**config.mk**
```make
export PLATFORM = sky130hd
export DESIGN_NAME = entropy_health_mon
export DESIGN_NICKNAME = d
export VERILOG_FILES = /design/src/rtl/ehm_pkg.sv /design/src/rtl/ehm_run_counter.sv /design/src/rtl/ehm_pair_counter.sv /design/src/rtl/ehm_src_lane.sv /design/src/rtl/entropy_health_mon.sv
export SDC_FILE = /design/constraint.sdc
export NUM_CORES = 1
export LEC_CHECK = 0
export ABC_AREA = 1
export ABC_CLOCK_PERIOD_IN_PS = 1620
export BUFFER_PORTS_ARGS = -buffer_cell sky130_fd_sc_hd__buf_2
export CAP_MARGIN = 25
export CORE_ASPECT_RATIO = 0.9
export CORE_MARGIN = 5
export CORE_UTILIZATION = 40
export CTS_CLUSTER_SIZE = 8
export DETAILED_ROUTE_END_ITERATION = 10
export GPL_TIMING_DRIVEN = 0
export HOLD_SLACK_MARGIN = 0.15
export PLACE_DENSITY_LB_ADDON = 0.12
export SYNTH_ARGS = -nofsm -noshare
export SYNTH_HDL_FRONTEND = slang
export SYNTH_SLANG_ARGS = --single-unit
```
**constraint.sdc**
```tcl
create_clock -name clk -period 1.62 [get_ports clk]
set_input_delay 0 -clock clk [delete_from_list [all_inputs] [get_ports clk]]
set_output_delay 0 -clock clk [all_outputs]
set_load 0.01 [all_outputs]
```
**src/rtl/ehm_pkg.sv**
```systemverilog
package ehm_pkg;

   typedef enum logic [1:0] {
      PR_00 = 2'b00,
      PR_01 = 2'b01,
      PR_10 = 2'b10,
      PR_11 = 2'b11
   } pair_t;

   function automatic logic pair_alternates(pair_t p);
      return (p == PR_01) || (p == PR_10);
   endfunction

endpackage

```
**src/rtl/ehm_run_counter.sv**
```systemverilog
module ehm_run_counter #(
   parameter int LIMIT = 64
) (
   input  logic clk,
   input  logic rst_n,
   input  logic enable,
   input  logic vld,
   input  logic bit_in,
   output logic fail
);
   localparam int SAT = LIMIT + 1;
   localparam int W   = $clog2(SAT + 1);

   logic [W-1:0] cnt;
   logic         last;

   always_ff @(posedge clk or negedge rst_n) begin
      if (!rst_n) begin
         cnt  <= '0;
         last <= 1'b0;
      end else if (!enable) begin
         cnt  <= '0;
         last <= 1'b0;
      end else if (vld) begin
         last <= bit_in;
         if (cnt == '0 || bit_in != last)
            cnt <= W'(1);
         else if (cnt != W'(SAT))
            cnt <= cnt + W'(1);
      end
   end

   assign fail = (cnt == W'(SAT));

   p_run_bound_r11: assert property (@(posedge clk) disable iff (!rst_n)
      cnt <= W'(SAT));

   p_run_break_r8: assert property (@(posedge clk) disable iff (!rst_n)
      (enable && vld && cnt != '0 && bit_in != last) |=> !fail);

endmodule

```
**src/rtl/ehm_pair_counter.sv**
```systemverilog
module ehm_pair_counter
   import ehm_pkg::*;
#(
   parameter int LIMIT = 32
) (
   input  logic clk,
   input  logic rst_n,
   input  logic enable,
   input  logic vld,
   input  logic bit_in,
   output logic fail
);
   localparam int SAT = LIMIT + 1;
   localparam int W   = $clog2(SAT + 1);

   logic [W-1:0] cnt;
   logic         phase;
   logic         first;
   pair_t        prev;
   pair_t        cur;

   assign cur = pair_t'({first, bit_in});

   always_ff @(posedge clk or negedge rst_n) begin
      if (!rst_n) begin
         cnt   <= '0;
         phase <= 1'b0;
         first <= 1'b0;
         prev  <= PR_00;
      end else if (!enable) begin
         cnt   <= '0;
         phase <= 1'b0;
         first <= 1'b0;
         prev  <= PR_00;
      end else if (vld) begin
         if (!phase) begin
            first <= bit_in;
            phase <= 1'b1;
         end else begin
            phase <= 1'b0;
            prev  <= cur;
            if (!pair_alternates(cur))
               cnt <= '0;
            else if (cnt != '0 && cur == prev) begin
               if (cnt != W'(SAT))
                  cnt <= cnt + W'(1);
            end else
               cnt <= W'(1);
         end
      end
   end

   assign fail = (cnt == W'(SAT));

   p_pair_bound_r11: assert property (@(posedge clk) disable iff (!rst_n)
      cnt <= W'(SAT));

   p_pair_flat_r4: assert property (@(posedge clk) disable iff (!rst_n)
      (enable && vld && phase && !pair_alternates(cur)) |=> !fail);

endmodule

```
**src/rtl/ehm_src_lane.sv**
```systemverilog
module ehm_src_lane #(
   parameter int RUN_LIMIT  = 64,
   parameter int PAIR_LIMIT = 32,
   parameter bit PAIR_EN    = 1'b1
) (
   input  logic clk,
   input  logic rst_n,
   input  logic enable,
   input  logic vld,
   input  logic bit_in,
   output logic fail
);
   logic run_fail;
   logic pair_fail;

   ehm_run_counter #(.LIMIT(RUN_LIMIT)) u_run (
      .clk    (clk),
      .rst_n  (rst_n),
      .enable (enable),
      .vld    (vld),
      .bit_in (bit_in),
      .fail   (run_fail)
   );

   if (PAIR_EN) begin : g_pair
      ehm_pair_counter #(.LIMIT(PAIR_LIMIT)) u_pair (
         .clk    (clk),
         .rst_n  (rst_n),
         .enable (enable),
         .vld    (vld),
         .bit_in (bit_in),
         .fail   (pair_fail)
      );
   end else begin : g_no_pair
      assign pair_fail = 1'b0;
   end

   assign fail = run_fail | pair_fail;

endmodule

```
**src/rtl/entropy_health_mon.sv**
```systemverilog
module entropy_health_mon #(
   parameter int N_SRC      = 2,
   parameter int RUN_LIMIT  = 64,
   parameter int PAIR_LIMIT = 32,
   parameter bit PAIR_EN    = 1'b1
) (
   input  logic             clk,
   input  logic             rst_n,
   input  logic             enable,
   input  logic             irq_en,
   input  logic [N_SRC-1:0] smp_bit,
   input  logic [N_SRC-1:0] smp_vld,
   input  logic             stat_clr,
   input  logic             irq_clr,
   output logic [N_SRC-1:0] src_err,
   output logic             err_live,
   output logic             err_status,
   output logic             irq
);
   if (N_SRC < 1) begin : g_bad_nsrc
      $error("entropy_health_mon: N_SRC must be at least 1");
   end
   if (RUN_LIMIT < 2) begin : g_bad_run
      $error("entropy_health_mon: RUN_LIMIT must be at least 2");
   end
   if (PAIR_LIMIT < 2) begin : g_bad_pair
      $error("entropy_health_mon: PAIR_LIMIT must be at least 2");
   end

   logic [N_SRC-1:0] live_src;
   logic [N_SRC-1:0] sticky_q;
   logic             irq_q;
   logic             any_live;

   for (genvar gi = 0; gi < N_SRC; gi++) begin : g_lane
      ehm_src_lane #(
         .RUN_LIMIT  (RUN_LIMIT),
         .PAIR_LIMIT (PAIR_LIMIT),
         .PAIR_EN    (PAIR_EN)
      ) u_lane (
         .clk    (clk),
         .rst_n  (rst_n),
         .enable (enable),
         .vld    (smp_vld[gi]),
         .bit_in (smp_bit[gi]),
         .fail   (live_src[gi])
      );
   end

   assign any_live = |live_src;

   always_ff @(posedge clk or negedge rst_n) begin
      if (!rst_n) begin
         sticky_q <= '0;
         irq_q    <= 1'b0;
      end else begin
         sticky_q <= (stat_clr ? '0 : sticky_q) | live_src;
         irq_q    <= (irq_clr ? 1'b0 : irq_q) | (irq_en & any_live);
      end
   end

   assign src_err    = sticky_q;
   assign err_live   = any_live;
   assign err_status = |sticky_q;
   assign irq        = irq_q;

   p_sticky_hold_r7: assert property (@(posedge clk) disable iff (!rst_n)
      (err_status && !stat_clr) |=> err_status);

   p_status_follows_live_r5: assert property (@(posedge clk) disable iff (!rst_n)
      err_live |=> err_status);

   p_irq_gate_r9: assert property (@(posedge clk) disable iff (!rst_n)
      $rose(irq) |-> $past(irq_en));

   p_irq_hold_r9: assert property (@(posedge clk) disable iff (!rst_n)
      (irq && !irq_clr) |=> irq);

   p_disable_clears_r10: assert property (@(posedge clk) disable iff (!rst_n)
      !enable |=> !err_live);

endmodule

```
==> impl_results.md, run 1 <==
* Final Max Slew Viols at 0
* Minimum clock period at roughly 1.5 ns
* Most frequent cells in the layout: nand2_1 (110), inv_1 (48), nor2_1 (38)
* Max Clk Rate at 673.2 MHz
* Mux share of post-synthesis cell area at 0
* Core area at a little over 6000 um^2
* Row cnt at 27
* Clk_lat worst skew at about 0.30 ns
* # setup viols final at 0
* Reg2Reg Capture Point: g_lane[1].u_lane.u_run.cnt[2]
* Mapped Cells at 352
* Compound-Gate Fraction of Synth Area at 0.07368
* CP startpoint kind: flop
* Detailed Route WL at between 5000 and 6000 um
* VDD IR max at about 0.00037 V
* Commonest non-fill, non-tap cell in the layout: nand2_1
* Leakage at 1.530 nW
* Syn Std Cell Area at 2581 um^2
* R2r startpoint: g_lane[1].u_lane.u_run.cnt[0]
* Initial DRC count at between 60 and 70
* R2R Setup Slk at around 0.16 ns
* Synthesized flop and latch total at 39
* XOR/XNOR Fraction of Synth Area at 0.04750
* CP arrival at between 1 and 1.5 ns
* Crit path launch: g_lane[1].u_lane.g_pair.u_pair.cnt[1]
* Post-Synth Adder-Cell Area at 0.05817
* Depth of the most critical reg-to-reg path at 8
* Pre-CTS setup slack at 0.1125 ns
* Die area at approximately 8200 um^2
* Crit path kind: flop to primary output
* Initial Util at 0.4175
* Period utilisation layout at 0.9169
* Avg Vias per Cell at roughly 4.6
* HPWL Detailed at 3585 um
* Syn nets at roughly 370
* RePlAce Congestion at ~0.81
* Critical path destination: err_live
* DRC errors left at 0
* CTS Sinks at 39
* Crit Path Max Fanout at 2
* Critical Path Sink Type: primary output
* PortBufs at 13
* Root buf cell: clkbuf_8
* Layout net count at 416
* Worst rel slew slack at 0.8127
* ANT nets after route at 0
* Top cell type's share of synthesized area at 0.3781
* Syn-to-layout area delta at 19.24%
* CTS tree: done
* Via count at approximately 2200
* Antenna fix cells at 0
* Clock Skew at between 0.01 and 0.015 ns
* Worst Max-Slew Pin Slew at about 0.28 ns
* Synth Area in Simple Gates at 0.3563
* Req. time, crit path at around 1.6 ns
* Pwr dens at between 600 and 700 nW/um^2
* Share of layout cells above drive strength 1 at 0.1797
* Synthesized area per cell at roughly 7.3 um^2
* DRT Pass-1 Iters at 4
* Final WS setup at 0.1346 ns
* Sequential element share of the synthesized area at 0.3781
* Antenna violations before repair at 0
* H-tree depth at 2
* Vias in the first global route at 2126
* Clk slew on worst S/H paths at 0.10 ns
* Hold Crit Class: input pin to async pin
* Grt ovf at 0
* Number of max-cap violations at 0
* Die height at roughly 86 um
* WL per Instance at 10.93 um
* Final hold violations at 0
* Largest net degree at the start of global routing at 40
* RSZ-0062 raised after global routing: no
* # IOs at 15
* First-pass GRT wire length at just under 10000 um
* Main combinational cell family by area after synthesis: simple AND/OR/NAND/NOR gates
* Status: complete, no violations
* Tot GR Track Use at 0.1468
* Warnings from Yosys at 0
* Synth unique cells at 25
* Die X at roughly 95 um
* Synth area leaders: dfrtp_1 (38%), nand2_1 (16%), inv_1 (7.1%)
* Num CTS Buffers at 5
* Fin Setup TNS at 0 ns
* Cell taking the most area after synthesis: dfrtp_1
* CTS Buffer Depth at 2
power by group:
part / switching (W) / leakage (nW) / internal (W) / total [W]
clock network: 0.000413 / 0.0408 / 0.000309 / 0.000722
registers: 0.0000323 / 0.529 / 0.00100 / 0.00104
logic: 0.000187 / 0.960 / 0.000119 / 0.000306
total: 0.000632 / 1.53 / 0.00143 / 0.00206
how the worst min path moves through the flow:
stage	start	endpoint	slack (ns)	cells past startpoint
floorplan	rst_n	g_lane[0].u_lane.g_pair.u_pair.cnt[0]	-0.30	0
global placement	irq_clr	irq	0.17	2
detailed placement	irq_clr	irq	0.18	2
CTS	irq_clr	irq	0.37	3
global route	rst_n	g_lane[1].u_lane.u_run.cnt[4]	0.21	3
finish	rst_n	g_lane[1].u_lane.u_run.cnt[4]	0.19	3
state kept, by name, summed over array words and instances, names as in the netlist:
name	count
g_lane.u_lane.g_pair.u_pair.prev	4
g_lane.u_lane.u_run.last	2
g_lane.u_lane.g_pair.u_pair.cnt	12
g_lane.u_lane.g_pair.u_pair.phase	2
src_err	2
g_lane.u_lane.g_pair.u_pair.first	2
irq	1
g_lane.u_lane.u_run.cnt	14
stage by stage:
step	total power [W]	cells	cell area, um^2	utilization	hold slack, ns
2_1_floorplan	0.001239	352	2581	-	-0.2956
3_3_place_gp	0.001320	452	2755	0.4457	0.1665
3_5_place_dp	0.001321	452	2755	0.4457	0.1806
4_1_cts	0.002089	479	3025	0.4894	0.3650
5_1_grt	0.002189	482	3078	0.4979	0.2058
6_report	0.002065	482	3078	0.4979	0.1914
area by class of cell:
class,instances,area (um^2)
Tap cell,87,108.9
Fill cell,636,3104
Multi-Input combinational cell,259,1405
Inverter,50,187.7
Clock buffer,5,68.82
Timing Repair Buffer,35,270.3
Clock inverter,3,23.77
Sequential cell,39,978.4
Buffer,4,35.03
cell families (layout without fill, tap and decap cells):
logic type                 count (synthesis)  after routing
DFF                                       39             39
adders and majority gates                 12             12
and+or+nand+nor                          204            204
xor gates and xnor gates                  14             14
buffers and inverters                     54             97
AOI/OAI and AO/OA                         29             29
routing by layer:
metal  share of wire  wire length (um)  global-route usage  vias to the layer above
met3           0.025               134             0.03906                        5
met1            0.53              2773              0.2046                      996
met5               0                 0                   0                        -
met4           0.012                61             0.03539                        0
met2            0.44              2298              0.2266                       19
li1                -                 -                   -                     1174
cell usage after synthesis, drive strengths merged:
cell,instances
inv,50
nor3,2
nor2,45
xor2,8
nand4,9
dfrtp,39
nand3,32
o21ai,25
ha,12
buf,4
nand2,116
xnor2,6
a21oi,4
repair_timing:
action / CTS / global route
endpoints found under the setup margin: 1 / 6
hold buffers: 11 / 0
buffers inserted: 8 / 2
pin swaps: 2 / 1
hold endpoints to repair: 53 / 0
gates resized for setup: 3 / 8
critical path, cell delays in order, from the launching register on:
cell and delay, ns:
dfrtp_1 0.39, inv_1 0.08, ha_1 0.14, nand2_1 0.07, nor2_4 0.12, inv_2 0.05, o21ai_2 0.05, inv_1 0.07
nand2_1 0.08, buf_2 0.13
(Power assumes the default switching activity.)
==> run 2: changes to the inputs <==
--- a/config.mk
+++ b/config.mk
@@ -7,15 +7,15 @@
 export LEC_CHECK = 0
 export ABC_AREA = 1
 export ABC_CLOCK_PERIOD_IN_PS = 1620
-export BUFFER_PORTS_ARGS = -buffer_cell sky130_fd_sc_hd__buf_2
+export BUFFER_PORTS_ARGS = -buffer_cell sky130_fd_sc_hd__buf_4
 export CAP_MARGIN = 25
 export CORE_ASPECT_RATIO = 0.9
 export CORE_MARGIN = 5
-export CORE_UTILIZATION = 40
+export CORE_UTILIZATION = 50
 export CTS_CLUSTER_SIZE = 8
 export DETAILED_ROUTE_END_ITERATION = 10
 export GPL_TIMING_DRIVEN = 0
-export HOLD_SLACK_MARGIN = 0.15
+export HOLD_SLACK_MARGIN = 0.08
 export PLACE_DENSITY_LB_ADDON = 0.12
 export SYNTH_ARGS = -nofsm -noshare
 export SYNTH_HDL_FRONTEND = slang
==> run 2 against run 1 <==
  * Register-to-register slack lost 0.04 ns
  * Largest cell class unchanged
  * Sequential share of layout area grew 1.4 points
  * Worst setup slack lost 0.030 ns
  * Sequential power is essentially flat
==> impl_results.md, run 2 (synthesis results as in run 1) <==
* Avg Vias per Cell at 4.752 (was 4.552)
* Hold slack at 0.1217 ns (was 0.1914 ns)
* Commonest non-fill, non-tap cell in the layout: nand2_1 (unchanged)
* Comb power frac at 0.145 (was 0.148)
* Most frequent cells in the layout: nand2_1 (110), inv_1 (49), nor2_1 (38) (was nand2_1 (110), inv_1 (48), nor2_1 (38))
* Tot GR Track Use at 0.1677 (was 0.1468)
* CTS Sinks at 39 (unchanged)
* DP Area at 2760 um^2 (was 2755 um^2)
* Number of max-cap violations at 0 (unchanged)
* Max Clk Rate at 660.0 MHz (was 673.2 MHz)
* HP Start: enable
* Pwr dens at 656.4 nW/um^2 (was 670.8 nW/um^2)
* CTS Buffer Depth at 2 (unchanged)
* Status: complete, no violations (unchanged)
* H-tree depth at 2 (unchanged)
* Clk_lat worst skew at 0.29 ns (was 0.30 ns)
* Row cnt at 24 (was 27)
* Share of layout cells above drive strength 1 at 0.1593 (was 0.1797)
* Antenna violations before repair at 0 (unchanged)
* Final Max Slew Viols at 0 (unchanged)
* CTS tree: done (unchanged)
* First-pass GRT wire length at 9087 um (was 9646 um)
* # setup viols final at 0 (unchanged)
* Internal power at 0.001393 W (was 0.001432 W)
* Antenna fix cells at 0 (unchanged)
* DRT Pass-1 Iters at 4 (unchanged)
* Leakage at 1.476 nW (was 1.530 nW)
* Worst Max-Slew Pin Slew at 0.4960 ns (was 0.2789 ns)
* Req. time, crit path at 1.62 ns (about the same)
* Hold Crit Class: input pin to flop (was input pin to async pin)
* Num CTS Buffers at 5 (unchanged)
* Worst rel slew slack at 0.6693 (was 0.8127)
* Clock Skew at 0.004581 ns (was 0.01079 ns)
* Crit path kind: flop to primary output (unchanged)
* Minimum clock period at 1.515 ns (was 1.485 ns)
* Core area at 4925 um^2 (was 6182 um^2)
* PortBufs at 13 (unchanged)
* Fin area at 2955 um^2 (was 3078 um^2)
* Final hold violations at 0 (unchanged)
* Clk slew on worst S/H paths at 0.07 ns (was 0.10 ns)
* Crit path launch: g_lane[1].u_lane.g_pair.u_pair.cnt[1] (unchanged)
* Die area at 6701 um^2 (was 8162 um^2)
* Number of flip-flops in the largest register at 14 (unchanged)
* Period utilisation layout at 0.9353 (was 0.9169)
* Die height at 78.16 um (was 86.21 um)
* CP arrival at 1.52 ns (was 1.49 ns)
* Grt ovf at 0 (unchanged)
* Via count at 2129 (was 2194)
* Initial Util at 0.5241 (was 0.4175)
* Overall power at 0.001940 W (was 0.002065 W)
* Vias in the first global route at 2062 (was 2126)
* Top reg by flops: g_lane.u_lane.u_run.cnt (unchanged)
* R2r startpoint: g_lane[1].u_lane.g_pair.u_pair.cnt[1] (was g_lane[1].u_lane.u_run.cnt[0])
* Die X at 85.74 um (was 94.68 um)
* CP startpoint kind: flop (unchanged)
* Pre-CTS setup slack at 0.1210 ns (was 0.1125 ns)
* WL per Instance at 11.26 um (was 10.93 um)
* RePlAce Congestion at 0.8555 (was 0.8139)
* Critical Path Sink Type: primary output (unchanged)
* Final WS setup at 0.1049 ns (was 0.1346 ns)
* Net Sw Power at 0.0005466 W (was 0.0006323 W)
* HPWL Detailed at 3548 um (was 3585 um)
* Root buf cell: clkbuf_8 (unchanged)
* # IOs at 15 (unchanged)
* Clock power share at 0.318 (was 0.350)
* Detailed Route WL at 5043 um (was 5267 um)
* VDD IR max at 0.0006470 V (was 0.0003714 V)
* Largest net degree at the start of global routing at 40 (unchanged)
* Syn-to-layout area delta at 14.49% (was 19.24%)
* Flop pwr share at 0.537 (was 0.502)
* DRC errors left at 0 (unchanged)
* Initial DRC count at 58 (was 63)
* Top Registers: g_lane.u_lane.u_run.cnt (14), g_lane.u_lane.g_pair.u_pair.cnt (12), g_lane.u_lane.g_pair.u_pair.prev (4) (unchanged)
* Layout net count at 406 (was 416)
* Switching fraction of total power at 0.2817 (was 0.3063)
* Crit Path Max Fanout at 3 (was 2)
* ANT nets after route at 0 (unchanged)
run 2: cell types whose count changed in the layout (fill, tap and decap cells not counted), moves of 2 or more:
cell / change
buf_2: -13
buf_4: +9
dlygate4sd3_1: -5
clkinvlp_4: -2
run 2: per-layer routing:
metal	GRT usage	routed length, um	vias to the layer above
li1	-	-	1159
met1	0.2287	2651	946
met2	0.2616	2183	18
met5	0	0	-
met4	0.04430	48	0
met3	0.04817	159	6
run 2: metrics by stage:
| step | setup TNS [ns] | std cells | util |
|---|---|---|---|
| after floorplan | 0 | 352 | - |
| after detailed placement | 0 | 430 | 0.5605 |
| final | 0 | 448 | 0.6001 |
| after global placement | 0 | 430 | 0.5605 |
| after global routing | -0.008347 | 448 | 0.6001 |
| after CTS | 0 | 444 | 0.5904 |
run 2: worst paths after layout:
path / end / slack [ns] / cells after the start
max: err_live / 0.10 / 9
min: g_lane[0].u_lane.g_pair.u_pair.prev[1] / 0.12 / 3
max reg2reg: g_lane[1].u_lane.g_pair.u_pair.cnt[0] / 0.12 / 10
min reg2reg: g_lane[1].u_lane.g_pair.u_pair.cnt[1] / 0.51 / 2
max in group asynchronous: g_lane[0].u_lane.g_pair.u_pair.cnt[0] / 1.04 / 2
min in group asynchronous: g_lane[1].u_lane.u_run.cnt[3] / 0.21 / 2
run 2: power groups by stage:
stage               Combinational [W]  Clock, W  Sequential (W)
finish                       0.000282  0.000617         0.00104
global route                 0.000326  0.000698         0.00105
CTS                          0.000284  0.000648         0.00104
detailed placement           0.000270         0         0.00106
global placement             0.000264         0         0.00106
floorplan                    0.000189         0         0.00105
run 2: area by class of cell:
class / count / area, um^2
Tap cell: 65 / 81.33
Timing Repair Buffer: 25 / 202.7
Inverter: 50 / 187.7
Buffer: 4 / 35.03
Sequential cell: 39 / 979.7
Multi-Input combinational cell: 259 / 1396
Clock buffer: 6 / 72.57
Fill cell: 476 / 1969
run 2: critical path, stage by stage, from the launching register on:
cell and delay, ns:
dfrtp_1 0.40, inv_1 0.09, ha_1 0.14, nand2_1 0.06
nor2_2 0.13, inv_1 0.08, o21ai_2 0.06, inv_1 0.07
nand2_1 0.08, buf_4 0.12
run 2: what timing repair did:
action / CTS / global route
pin swaps: 2 / 1
resized for setup: 0 / 9
hold buffers: 6 / 0
gates cloned: 0 / 0
buffers inserted: 2 / 4
endpoints found under the setup margin: 1 / 8
hold endpoints to repair: 46 / 0
